### src/rtl/sctl_pkg.sv
package sctl_pkg;
  localparam int unsigned DW        = 8;
  localparam int unsigned NREG      = 3;
  localparam int unsigned IDXW      = 7;
  localparam int unsigned INIT_RUN  = 30;
  localparam int unsigned SYNC_STG  = 2;

  localparam int unsigned B_SHDN    = 0;
  localparam int unsigned B_RXOFF   = 1;
  localparam int unsigned B_LEDOFF  = 2;

  localparam logic [NREG-1:0][DW-1:0] RST_VAL = {8'hFF, 8'h00, 8'h07};

  typedef enum logic [2:0] {
    S_INIT, S_IDLE, S_START, S_CMD, S_WSTART, S_WDATA, S_TURN, S_RESP
  } seq_st_t;
endpackage

### src/rtl/sctl_sync.sv
module sctl_sync #(
  parameter int unsigned W   = 2,
  parameter int unsigned STG = 2
) (
  input  logic         clk,
  input  logic         rst_n,
  input  logic [W-1:0] d_i,
  output logic [W-1:0] q_o
);
  logic [STG-1:0][W-1:0] chain_q;

  always_ff @(posedge clk or negedge rst_n) begin
    if (!rst_n) chain_q <= '0;
    else        chain_q <= {chain_q[STG-2:0], d_i};
  end

  assign q_o = chain_q[STG-1];
endmodule

### src/rtl/sctl_seq.sv
module sctl_seq
  import sctl_pkg::*;
(
  input  logic            clk,
  input  logic            rst_n,
  input  logic            sclk_s,
  input  logic            swdat_s,
  input  logic [DW-1:0]   rd_data_i,
  output logic            wr_en_o,
  output logic [IDXW-1:0] idx_o,
  output logic [DW-1:0]   wr_data_o,
  output logic            idle_o,
  output logic            resp_o,
  output logic            inited_o,
  output logic            srdat_o
);
  localparam int unsigned ICW = $clog2(INIT_RUN + 1);
  localparam int unsigned BCW = $clog2(DW);

  seq_st_t        st_q, st_n;
  logic [BCW-1:0] cnt_q, cnt_n;
  logic [ICW-1:0] init_q, init_n;
  logic [DW-1:0]  sh_q, sh_n, cmd_q, cmd_n, tx_q, tx_n;
  logic           prev_q, prev_n, srd_q, srd_n, sclk_d;
  logic           rise;

  assign rise = sclk_s & ~sclk_d;

  always_comb begin
    st_n = st_q; cnt_n = cnt_q; init_n = init_q; sh_n = sh_q;
    cmd_n = cmd_q; tx_n = tx_q; prev_n = prev_q; srd_n = srd_q;
    wr_en_o = 1'b0;
    if (rise) begin
      case (st_q)
        S_INIT: begin
          if (swdat_s) init_n = '0;
          else if (init_q == ICW'(INIT_RUN - 1)) begin
            init_n = '0;
            st_n   = S_IDLE;
          end else init_n = init_q + 1'b1;
        end
        S_IDLE:   st_n = S_START;
        S_START:  begin st_n = S_CMD; cnt_n = '0; end
        S_CMD: begin
          sh_n  = {swdat_s, sh_q[DW-1:1]};
          cnt_n = cnt_q + 1'b1;
          if (cnt_q == BCW'(DW - 1)) begin
            cmd_n = sh_n;
            st_n  = swdat_s ? S_TURN : S_WSTART;
          end
        end
        S_WSTART: begin st_n = S_WDATA; cnt_n = '0; end
        S_WDATA: begin
          sh_n  = {swdat_s, sh_q[DW-1:1]};
          cnt_n = cnt_q + 1'b1;
          if (cnt_q == BCW'(DW - 1)) begin
            wr_en_o = 1'b1;
            st_n    = S_IDLE;
          end
        end
        S_TURN: begin
          st_n   = S_RESP;
          tx_n   = rd_data_i;
          srd_n  = 1'b0;
          prev_n = 1'b0;
        end
        S_RESP: begin
          srd_n  = tx_q[0];
          tx_n   = {1'b1, tx_q[DW-1:1]};
          prev_n = swdat_s;
          if (prev_q && !swdat_s) st_n = S_IDLE;
        end
        default: st_n = S_INIT;
      endcase
    end
  end

  always_ff @(posedge clk or negedge rst_n) begin
    if (!rst_n) begin
      st_q <= S_INIT; cnt_q <= '0; init_q <= '0; sh_q <= '0;
      cmd_q <= '0; tx_q <= '0; prev_q <= 1'b0; srd_q <= 1'b0; sclk_d <= 1'b0;
    end else begin
      sclk_d <= sclk_s;
      if (rise) begin
        st_q <= st_n; cnt_q <= cnt_n; init_q <= init_n; sh_q <= sh_n;
        cmd_q <= cmd_n; tx_q <= tx_n; prev_q <= prev_n; srd_q <= srd_n;
      end
    end
  end

  assign wr_data_o = sh_n;
  assign idx_o     = cmd_q[IDXW-1:0];
  assign idle_o    = (st_q == S_IDLE);
  assign resp_o    = (st_q == S_RESP);
  assign inited_o  = (st_q != S_INIT);
  assign srdat_o   = srd_q;

  assert_write_ends_R2: assert property (@(posedge clk) disable iff (!rst_n)
    wr_en_o |=> (st_q == S_IDLE));
  assert_no_init_write_R8: assert property (@(posedge clk) disable iff (!rst_n)
    (st_q == S_INIT) |-> !wr_en_o);
  assert_resp_from_turn_R4: assert property (@(posedge clk) disable iff (!rst_n)
    ($changed(st_q) && st_q == S_RESP) |-> ($past(st_q) == S_TURN) && !srd_q);
endmodule

### src/rtl/sctl_regs.sv
module sctl_regs
  import sctl_pkg::*;
(
  input  logic                      clk,
  input  logic                      rst_n,
  input  logic                      wr_en_i,
  input  logic [IDXW-1:0]           idx_i,
  input  logic [DW-1:0]             wr_data_i,
  output logic [DW-1:0]             rd_data_o,
  output logic [NREG-1:0][DW-1:0]   regs_o
);
  logic [NREG-1:0][DW-1:0] r_q;

  for (genvar g = 0; g < NREG; g++) begin : g_reg
    always_ff @(posedge clk or negedge rst_n) begin
      if (!rst_n)                                 r_q[g] <= RST_VAL[g];
      else if (wr_en_i && idx_i == IDXW'(g))      r_q[g] <= wr_data_i;
    end
  end

  always_comb begin
    rd_data_o = '0;
    for (int i = 0; i < NREG; i++)
      if (idx_i == IDXW'(i)) rd_data_o = r_q[i];
  end

  assign regs_o = r_q;

  assert_oob_ignored_R9: assert property (@(posedge clk) disable iff (!rst_n)
    (wr_en_i && idx_i >= IDXW'(NREG)) |=> $stable(r_q));
endmodule

### src/rtl/sctl_slave.sv
module sctl_slave
  import sctl_pkg::*;
(
  input  logic          clk,
  input  logic          rst_n,
  input  logic          sclk_i,
  input  logic          swdat_i,
  output logic          srdat_o,
  output logic          srdat_oe_o,
  output logic          led_en_o,
  output logic          det_en_o,
  output logic [DW-1:0] ctrl0_o,
  output logic [DW-1:0] ctrl1_o,
  output logic [DW-1:0] ctrl2_o
);
  logic rst_meta, rst_sync;
  always_ff @(posedge clk or negedge rst_n) begin
    if (!rst_n) begin rst_meta <= 1'b0; rst_sync <= 1'b0; end
    else        begin rst_meta <= 1'b1; rst_sync <= rst_meta; end
  end

  logic [1:0] bus_s;
  sctl_sync #(.W(2), .STG(SYNC_STG)) u_sync (
    .clk(clk), .rst_n(rst_sync), .d_i({sclk_i, swdat_i}), .q_o(bus_s));

  logic                    wr_en, idle, resp, inited;
  logic [IDXW-1:0]         idx;
  logic [DW-1:0]           wr_data, rd_data;
  logic [NREG-1:0][DW-1:0] regs;

  sctl_seq u_seq (
    .clk(clk), .rst_n(rst_sync), .sclk_s(bus_s[1]), .swdat_s(bus_s[0]),
    .rd_data_i(rd_data), .wr_en_o(wr_en), .idx_o(idx), .wr_data_o(wr_data),
    .idle_o(idle), .resp_o(resp), .inited_o(inited), .srdat_o(srdat_o));

  sctl_regs u_regs (
    .clk(clk), .rst_n(rst_sync), .wr_en_i(wr_en), .idx_i(idx),
    .wr_data_i(wr_data), .rd_data_o(rd_data), .regs_o(regs));

  assign ctrl0_o    = regs[0];
  assign ctrl1_o    = regs[1];
  assign ctrl2_o    = regs[2];
  assign srdat_oe_o = resp;
  assign led_en_o   = idle & ~regs[0][B_SHDN] & ~regs[0][B_LEDOFF];
  assign det_en_o   = inited & ~resp & ~regs[0][B_SHDN] & ~regs[0][B_RXOFF];

  assert_led_blank_R1: assert property (@(posedge clk) disable iff (!rst_sync)
    !idle |-> !led_en_o);
  assert_det_blank_R3: assert property (@(posedge clk) disable iff (!rst_sync)
    srdat_oe_o |-> !det_en_o);
  assert_init_gate_R8: assert property (@(posedge clk) disable iff (!rst_sync)
    !inited |-> (!led_en_o && !det_en_o && !srdat_oe_o));
endmodule

### config.mk
export PLATFORM = sky130hd
export DESIGN_NAME = sctl_slave
export DESIGN_NICKNAME = d
export VERILOG_FILES = /design/src/rtl/sctl_pkg.sv /design/src/rtl/sctl_sync.sv /design/src/rtl/sctl_seq.sv /design/src/rtl/sctl_regs.sv /design/src/rtl/sctl_slave.sv
export SDC_FILE = /design/constraint.sdc
export NUM_CORES = 1
export LEC_CHECK = 0
export BUFFER_PORTS_ARGS = -buffer_cell sky130_fd_sc_hd__buf_2
export CORE_MARGIN = 8
export CORE_UTILIZATION = 58
export DETAILED_ROUTE_END_ITERATION = 7
export PLACE_DENSITY = 0.79
export SLEW_MARGIN = 20
export SYNTH_ARGS = -nofsm -noshare
export SYNTH_HDL_FRONTEND = slang
export SYNTH_SLANG_ARGS = --single-unit
### constraint.sdc
create_clock -name clk -period 2.8 [get_ports clk]
set_input_delay 0.28 -clock clk [delete_from_list [all_inputs] [get_ports clk]]
set_output_delay 0.28 -clock clk [all_outputs]
set_load 0.02 [all_outputs]
==> key figures, run 1 <==
Status
  • Outcome: finished clean

Clock tree
  • CTS Buf Count: 9
  • Setup Buffers After CTS: 0
  • # resized after CTS: 0
  • Clock slew at reported path FFs: 0.08 ns
  • Hold Buf Count CTS: 1
  • CTS tree: done
  • Clk sink count: 67
  • Longest Clk Path Bufs: 2
  • Clk_lat worst skew: 0.35 ns
  • Root Buffer: clkbuf_8
  • H-tree depth: 3

GRT
  • Global Route Usage Sum: 0.169
  • Largest net degree at the start of global routing: 47
  • Initial antenna violation count: 0
  • Vias in the first global route: 1,967
  • Overflow left after global routing: 0
  • First-pass GRT wire length: 9670 um

Layout
  • Final nets: 268
  • Final core occ: 0.669
  • Area grow syn2layout: 13.5%
  • Fill cells: 403
  • Diode count: 0
  • Ratio of cells with drive above 1 in the final layout: 0.398
  • Finished Layout Cells: 334

STA
  • Minimum clock period: 2.15 ns
  • Unrepaired setup endpoints after global routing: no
  • Setup Skew: 0.00743 ns
  • Final hold violation count: 0
  • Worst-Margin Slew: 0.715 ns
  • Setup TNS: 0 ns
  • Max-slew violations: 0
  • Slew headroom: 0.522
  • Final hold slack: 0.0323 ns
  • FMAX: 466 MHz
  • Endpoints failing setup: 0
  • Final period util: 0.767

Place
  • Final Wtd Congestion: 0.790
  • HPWL after detailed placement: 4090 um
  • IO Port Bufs: 31
  • Number of cells in the design after placement: 317

Critical path
  • Worst-path maximum fanout: 8
  • R2R depth: 4
  • CP endpoint kind: flip-flop
  • Internal reg-to-reg setup slack: 0.65 ns
  • Reg2Reg Launch Point: u_seq.cmd_q[5]$_DFFE_PN0P_
  • Crit path to: u_regs.regs_o[4]$_DFFE_PN0P_
  • Arrival time worst endpoint: 2.39 ns
  • Critical Path RT: 3.04 ns
  • R2R Path End: u_regs.regs_o[4]$_DFFE_PN0P_
  • Startpoint class of the critical path: flip-flop
  • CP Class: flip-flop to flip-flop
  • Crit path launch: u_seq.cmd_q[5]$_DFFE_PN0P_

Pwr
  • Static Leak: 1.62 nW
  • Design Power: 1.79 mW
  • Sw power: 0.433 mW
  • Worst vdd ir: 0.343 mV
  • Reg power frac: 0.565
  • Power Density: 533 nW/um^2
  • Sw frac: 0.243
  • Internal power: 1.35 mW
  • Clock power frac: 0.410
  • Combinational share of power: 0.025

Yosys
  • Post-synth EDFFs: 0
  • Most common cell in the netlist: dfrtp_1
  • Asr flop ratio synth: 1.00
  • Ranking of synthesized cells by area: dfrtp_1 (47%), mux2_2 (13%), dfstp_2 (9.8%)
  • Yosys reg bits: 67
  • Ys flop type: dfrtp_1
  • Post-synth top area share: 0.475
  • Mapped cell area: 2950 um^2
  • Post-synthesis sequential area ratio: 0.573
  • Gate Count Post-Synth: 223
  • Ys Warns: 0
  • Post-synth top cells: dfrtp_1 (56), mux2_2 (35), nand2_1 (16), dfstp_2 (11)
  • Synth cell types: 46
  • Area leader, netlist: dfrtp_1
  • Mean Syn Cell Area: 13.2 um^2
  • Syn nets: 232

Worst hold path
  • Hold path depth: 1
  • HP Class: input port to flip-flop

Floorplanning
  • Die Ht: 87.3 um
  • Die ar.: 7630 um^2
  • Row count: 26
  • Core Box Area: 5010 um^2
  • Ports: 32
  • Starting density of the core: 0.589
  • Die Span X: 87.3 um

Routing
  • Via count: 1,893
  • DRT antenna net count: 0
  • Final WL: 5840 um
  • DR vias/cell: 5.67
  • Routed wire per std cell: 17.5 um
  • DRC: 0
  • DR pass1 iterations: 4
  • 1st-iter DRT viols: 164

Run
  • Max_cap viols: 0
## per-layer routing
| metal | up-vias | part of all wire | GRT usage |
|---|---|---|---|
| met5 | - | 0 | 0 |
| met1 | 942 | 0.47 | 0.215 |
| met4 | 0 | 0.013 | 0.0547 |
| li1 | 903 | - | - |
| met2 | 40 | 0.47 | 0.256 |
| met3 | 8 | 0.047 | 0.0670 |
## layout by cell type (no fill, tap or decap), types with 2 or more instances in the layout
master,instances
a21oi_1,9
a221o_1,7
a22o_1,3
a32o_1,2
and4b_1,2
buf_2,31
buf_4,2
clkbuf_8,10
clkinv_4,2
dfrtp_1,55
dfstp_2,11
ha_1,5
inv_1,4
mux2_1,2
mux2_2,35
mux2_4,3
nand2_1,16
nand2b_1,3
nand3_1,4
nand4_1,2
nor2_1,6
nor2b_1,4
nor3_1,2
nor4_1,2
o21ai_0,9
o221ai_1,7
## registers in the layout, indices dropped and copies added (netlist names), 2 cells and up
signal / count
u_regs.regs_o: 24
u_seq.cmd_q: 7
u_seq.cnt_q: 3
u_seq.init_q: 5
u_seq.sh_q: 8
u_seq.st_q: 3
u_seq.tx_q: 8
u_sync.chain_q: 2
u_sync.q_o: 2
## how the worst min path moves through the flow
stage | start | endpoint
after global placement | rst_n | rst_meta$_DFF_PN0_
after floorplan | rst_n | rst_meta$_DFF_PN0_
final | swdat_i | u_sync.chain_q[0]$_DFF_PN0_
after detailed placement | rst_n | rst_meta$_DFF_PN0_
after CTS | swdat_i | u_sync.chain_q[0]$_DFF_PN0_
after global routing | swdat_i | u_sync.chain_q[0]$_DFF_PN0_
## final cells by class
class / count / area [um^2] / share of cell area
inverters: 4 / 15.0 / 0.00448
clock buffers: 11 / 141 / 0.0422
multi-input cells: 143 / 1190 / 0.357
well taps: 70 / 87.6 / 0.0261
flip-flops and latches: 67 / 1690 / 0.505
clock inverters: 5 / 38.8 / 0.0116
repair buffers: 34 / 180 / 0.0538
## power groups by stage
| stage | clock, mW | combinational (mW) | sequential (mW) |
|---|---|---|---|
| 6_report | 0.731 | 0.0452 | 1.01 |
| 5_1_grt | 0.786 | 0.0516 | 1.01 |
| 4_1_cts | 0.745 | 0.0463 | 1.01 |
| 3_5_place_dp | 0 | 0.0448 | 1.03 |
| 3_3_place_gp | 0 | 0.0436 | 1.03 |
| 2_1_floorplan | 0 | 0.0252 | 1.03 |
## cell families (layout without fill, tap and decap cells)
| family | count (synthesis) | after routing | synth area share |
|---|---|---|---|
| flops | 67 | 67 | 0.573 |
| simple gates | 51 | 51 | 0.111 |
| compound gates | 45 | 45 | 0.112 |
| mux | 40 | 40 | 0.156 |
| buf+inv | 13 | 54 | 0.0225 |
| fa+ha+maj | 5 | 5 | 0.0212 |
| other cells | 1 | 1 | 0.00127 |
| xor+xnor | 1 | 1 | 0.00297 |
## critical path: stages (launching register included)
cell     delay [ns]
dfrtp_1        0.39
nor3_1         0.35
nor4b_4        0.32
and4b_1        0.58
mux2_2         0.39
## per-stage QoR
stage	cell area, um^2	worst slack [ns]
2_1_floorplan	2950	0.815
3_3_place_gp	3160	0.682
3_5_place_dp	3160	0.677
4_1_cts	3350	0.653
5_1_grt	3350	0.550
6_report	3350	0.652
Note: power is estimated with default switching activity, not from simulation.
==> run 2: changes to the inputs <==
- ABC_AREA: default -> 1
- CORE_UTILIZATION: 58 -> 59
- PLACE_DENSITY: 0.79 -> 0.8
- clock period: 2.8 -> 2.1 ns (I/O delays scaled with it)
==> key figures, run 2 <==
Worst hold path
  • HP Class: input port to asynchronous set/reset pin

STA
  • Endpoints failing setup: 0
  • Final period util: 0.833
  • Setup ws final: 0.351 ns
  • Final hold slack: 0.180 ns
  • FMAX: 572 MHz
  • Setup Skew: 0.0121 ns
  • Unrepaired setup endpoints after global routing: no
  • Final hold violation count: 0
  • Worst-Margin Slew: 0.553 ns
  • Max-slew violations: 0
  • Slew headroom: 0.630
  • Minimum clock period: 1.75 ns
  • Setup TNS: 0 ns

Place
  • Final Wtd Congestion: 0.957
  • HPWL after detailed placement: 5390 um
  • Post-Place Worst Slack: 0.383 ns
  • IO Port Bufs: 31

Layout
  • Commonest cells after routing, fill and taps aside: nand2_1 (117), nand3_1 (56), dfrtp_1 (55), inv_1 (33), buf_2 (31)
  • Max reg flops: 24
  • Commonest non-fill, non-tap cell in the layout: nand2_1
  • Diode count: 0
  • Final nets: 430
  • Area grow syn2layout: 15.4%
  • Ratio of cells with drive above 1 in the final layout: 0.228

GRT
  • Vias in the first global route: 2,579
  • Largest net degree at the start of global routing: 66
  • First-pass GRT wire length: 12,500 um
  • Global Route Usage Sum: 0.189
  • Overflow left after global routing: 0
  • Initial antenna violation count: 0

Critical path
  • Startpoint class of the critical path: flip-flop
  • Critical Path RT: 2.34 ns
  • CP Class: flip-flop to flip-flop
  • Worst-path maximum fanout: 14
  • CP endpoint kind: flip-flop
  • Arrival time worst endpoint: 1.99 ns

Clock tree
  • Clk_lat worst skew: 0.34 ns
  • CTS Buf Count: 9
  • H-tree depth: 3
  • CTS tree: done
  • Clk sink count: 67
  • Root Buffer: clkbuf_8
  • Longest Clk Path Bufs: 2
  • # resized after CTS: 0
  • Clock slew at reported path FFs: 0.07 ns

Routing
  • DR pass1 iterations: 5
  • Via count: 2,721
  • Routed wire per std cell: 14.9 um
  • DR vias/cell: 5.46
  • Final WL: 7410 um
  • DRC: 0
  • 1st-iter DRT viols: 193
  • DRT antenna net count: 0

Yosys
  • Gate Count Post-Synth: 378
  • Asr flop ratio synth: 1.00
  • Yosys reg bits: 67
  • Mapped cell area: 3290 um^2
  • Syn nets: 387
  • Post-synth top cells: nand2_1 (117), dfrtp_1 (56), nand3_1 (56), inv_1 (33), o21ai_0 (12)
  • Ranking of synthesized cells by area: dfrtp_1 (43%), nand2_1 (13%), dfstp_2 (8.8%)
  • Post-synth top area share: 0.427
  • Ys Warns: 0
  • Area leader, netlist: dfrtp_1
  • Mean Syn Cell Area: 8.69 um^2
  • Synth cell types: 29
  • Post-synthesis sequential area ratio: 0.514
  • Post-synth EDFFs: 0
  • Most common cell in the netlist: nand2_1
  • Ys flop type: dfrtp_1

Floorplanning
  • Die Span X: 90.6 um
  • Starting density of the core: 0.604
  • Ports: 32
  • Die Ht: 90.6 um
  • Die ar.: 8210 um^2
  • Core Box Area: 5440 um^2
  • Row count: 27

Pwr
  • Static Leak: 2.02 nW
  • Worst vdd ir: 0.602 mV
  • Power Density: 683 nW/um^2

Status
  • Outcome: finished clean

Run
  • Max_cap viols: 0
-- run 2: metrics by stage --
stage                     instances  area [um^2]  total power, mW   util
after detailed placement        479         3530             1.41  0.650
after global placement          479         3530             1.41  0.650
after global routing            498         3790             2.68  0.697
final                           498         3790             2.59  0.697
after CTS                       498         3790             2.62  0.697
after floorplan                 378         3290             1.39      -
-- run 2: cell type report --
cell class,count,area (um^2)
repair buffers,36,213
flip-flops and latches,67,1690
clock inverters,4,72.6
multi-input cells,263,1410
well taps,72,90.1
clock buffers,12,155
inverters,44,165
fillers,417,1650
-- run 2: power by group --
| group | switching, mW | internal [mW] | leakage [nW] |
|---|---|---|---|
| clock | 0.468 | 0.732 | 0.113 |
| sequential | 0.0139 | 1.31 | 0.877 |
| combinational | 0.0482 | 0.0220 | 1.03 |
-- run 2: cell families (layout without fill, tap and decap cells) --
group	count (synthesis)	count (layout)	share of synthesized area
XOR/XNOR	2	2	0.00533
AO/OA/AOI/OAI	27	27	0.0487
adder cells (fa/ha/maj)	5	5	0.0190
other	1	1	0.00114
buffers and inverters	48	96	0.0579
AND/OR/NAND/NOR	228	228	0.353
flip-flops	67	67	0.514
-- run 2: path summary, 6_finish.rpt --
check                      cells after the start                        from                           end  slack [ns]
max in group asynchronous                      1          rst_sync$_DFF_PN0_  u_regs.regs_o[0]$_DFFE_PN1P_        1.51
setup reg to reg                               6  u_seq.cnt_q[0]$_DFFE_PN0P_    u_seq.cmd_q[1]$_DFFE_PN0P_        0.35
setup / recovery                               6  u_seq.cnt_q[0]$_DFFE_PN0P_    u_seq.cmd_q[1]$_DFFE_PN0P_        0.35
hold reg to reg                                1          rst_sync$_DFF_PN0_        u_seq.sclk_d$_DFF_PN0_        0.27
min in group clk                               0          rst_meta$_DFF_PN0_            rst_sync$_DFF_PN0_        0.35
hold / removal                                 2                       rst_n            rst_meta$_DFF_PN0_        0.18
-- run 2: repair_timing --
action,in CTS,in global routing
endpoints found under the hold margin,4,0
hold buffers,3,0
buffers inserted,0,0
-- run 2: worst max-delay path, stage by stage, from the launching register on --
cell and delay [ns]:
dfrtp_1 0.35, ha_1 0.15, ha_1 0.13, inv_1 0.07, nor2_4 0.14, nand4_1 0.45, o21ai_0 0.36
-- run 2: routing by layer --
metal	vias to the layer above	GRT usage	wire length, um
met2	102	0.290	3450
met4	0	0.103	184
li1	1313	-	-
met3	15	0.0382	423
met5	-	0	0
met1	1291	0.246	3350
==> run 3: changes to the inputs <==
- ABC_AREA: 1 -> 0
- CORE_UTILIZATION: 59 -> 58
- PLACE_DENSITY: 0.8 -> 0.79
- clock period: 2.1 -> 1.8 ns (I/O delays scaled with it)
==> key figures, run 3 (synthesis gave the netlist of run 1 again) <==
Status
  • Outcome: finished with violations
  • Failing checks: setup timing

Floorplanning
  • Core Box Area: 5010 um^2
  • Ports: 32
  • Die ar.: 7630 um^2
  • Die Span X: 87.3 um
  • Starting density of the core: 0.589
  • Die Ht: 87.3 um
  • Row count: 26

GRT
  • Vias in the first global route: 2,154
  • Largest net degree at the start of global routing: 66
  • Initial antenna violation count: 0
  • First-pass GRT wire length: 11,400 um
  • Overflow left after global routing: 0
  • Global Route Usage Sum: 0.198

STA
  • Minimum clock period: 1.86 ns
  • Setup ws final: -0.0568 ns
  • Setup Skew: 0.00826 ns
  • Endpoints failing setup: 20
  • Slew headroom: 0.600
  • Unrepaired setup endpoints after global routing: yes
  • Final hold violation count: 0
  • Worst-Margin Slew: 0.598 ns
  • Final hold slack: 0.146 ns
  • Max-slew violations: 0
  • FMAX: 539 MHz
  • Final period util: 1.03

Place
  • Number of cells in the design after placement: 336
  • Final Wtd Congestion: 0.817
  • HPWL after detailed placement: 4500 um
  • IO Port Bufs: 31

Layout
  • Commonest cells after routing, fill and taps aside: dfrtp_1 (55), buf_2 (31), mux2_2 (24), buf_4 (24)
  • Area occupied by multi-input gates: 1290 um^2
  • Finished Layout Cells: 364
  • Ratio of cells with drive above 1 in the final layout: 0.483
  • Register area: 1690 um^2
  • Diode count: 0
  • Final nets: 298
  • Area grow syn2layout: 26.4%
  • Commonest non-fill, non-tap cell in the layout: dfrtp_1
  • Max reg flops: 24
  • Fill cells: 329

Routing
  • DR pass1 iterations: 5
  • DR vias/cell: 5.89
  • DRT antenna net count: 0
  • Via count: 2,143
  • Final WL: 6880 um
  • Routed wire per std cell: 18.9 um
  • 1st-iter DRT viols: 125
  • DRC: 0

Clock tree
  • Clock slew at reported path FFs: 0.07 ns
  • CTS Buf Count: 9
  • Clk_lat worst skew: 0.34 ns
  • CTS tree: done
  • Longest Clk Path Bufs: 2
  • H-tree depth: 3
  • Root Buffer: clkbuf_8
  • Clk sink count: 67

Critical path
  • Startpoint class of the critical path: flip-flop
  • Critical Path RT: 2.02 ns
  • CP Class: flip-flop to flip-flop
  • Worst-path maximum fanout: 5
  • CP endpoint kind: flip-flop
  • Arrival time worst endpoint: 2.08 ns

Worst hold path
  • HP Class: input port to asynchronous set/reset pin

Pwr
  • Power Density: 766 nW/um^2
  • Worst vdd ir: 0.704 mV
  • Static Leak: 1.81 nW

Run
  • Max_cap viols: 0
run 3: area by class of cell:
type | instances | area share
well taps | 70 | 0.0235
flip-flops and latches | 67 | 0.454
clock buffers | 15 | 0.0500
clock inverters | 1 | 0.00134
inverters | 4 | 0.00403
repair buffers | 64 | 0.121
multi-input cells | 143 | 0.347
run 3: metal layers:
layer,GRT usage,up-vias,share of wire
li1,-,960,-
met1,0.266,1104,0.43
met5,0,-,0
met2,0.288,72,0.49
met3,0.0708,7,0.064
met4,0.0656,0,0.011
run 3: final timing paths:
check | startpoint | endpoint | slack [ns] | cells past startpoint
worst min-delay path | rst_n | rst_sync$_DFF_PN0_ | 0.15 | 2
min in group clk | u_sync.chain_q[1]$_DFF_PN0_ | u_sync.q_o[1]$_DFF_PN0_ | 0.35 | 0
max in group asynchronous | rst_sync$_DFF_PN0_ | u_regs.regs_o[2]$_DFFE_PN1P_ | 1.21 | 1
worst max-delay path | u_seq.cnt_q[1]$_DFFE_PN0P_ | u_seq.cmd_q[6]$_DFFE_PN0P_ | -0.06 | 6
worst min register to register | rst_sync$_DFF_PN0_ | u_seq.sh_q[7]$_DFFE_PN0N_ | 0.28 | 1
worst max register to register | u_seq.cnt_q[1]$_DFFE_PN0P_ | u_seq.cmd_q[6]$_DFFE_PN0P_ | -0.06 | 6
run 3: critical path, stage by stage, from the launching register on:
cell and delay, ns:
dfrtp_1 0.37, ha_2 0.20, ha_4 0.12, and4b_2 0.31
nor3b_4 0.27, buf_6 0.16, mux2_4 0.30
run 3: power breakdown:
group | switching, mW | internal, mW
Sequential | 0.0300 | 1.53
Combinational | 0.0550 | 0.0353
Clock | 0.553 | 0.651
Total | 0.638 | 2.22
run 3: repair_timing:
item | in CTS | in global routing
endpoints found under the setup margin | 31 | 31
setup buffers | 3 | 6
hold buffers | 3 | 0
gates resized for setup | 21 | 7
hold endpoints to repair | 4 | 0
pin swaps | 3 | 2
run 3: metrics by stage:
stage	util	worst slack [ns]	TNS, ns	area (um^2)	total power [mW]
after floorplan	-	0.00888	0	2950	1.64
after global placement	0.664	-0.0293	-0.232	3330	1.67
after detailed placement	0.664	-0.0653	-0.664	3330	1.67
after CTS	0.729	-0.0521	-0.679	3650	2.87
after global routing	0.745	-0.115	-1.62	3730	2.97
final	0.745	-0.0568	-0.691	3730	2.86
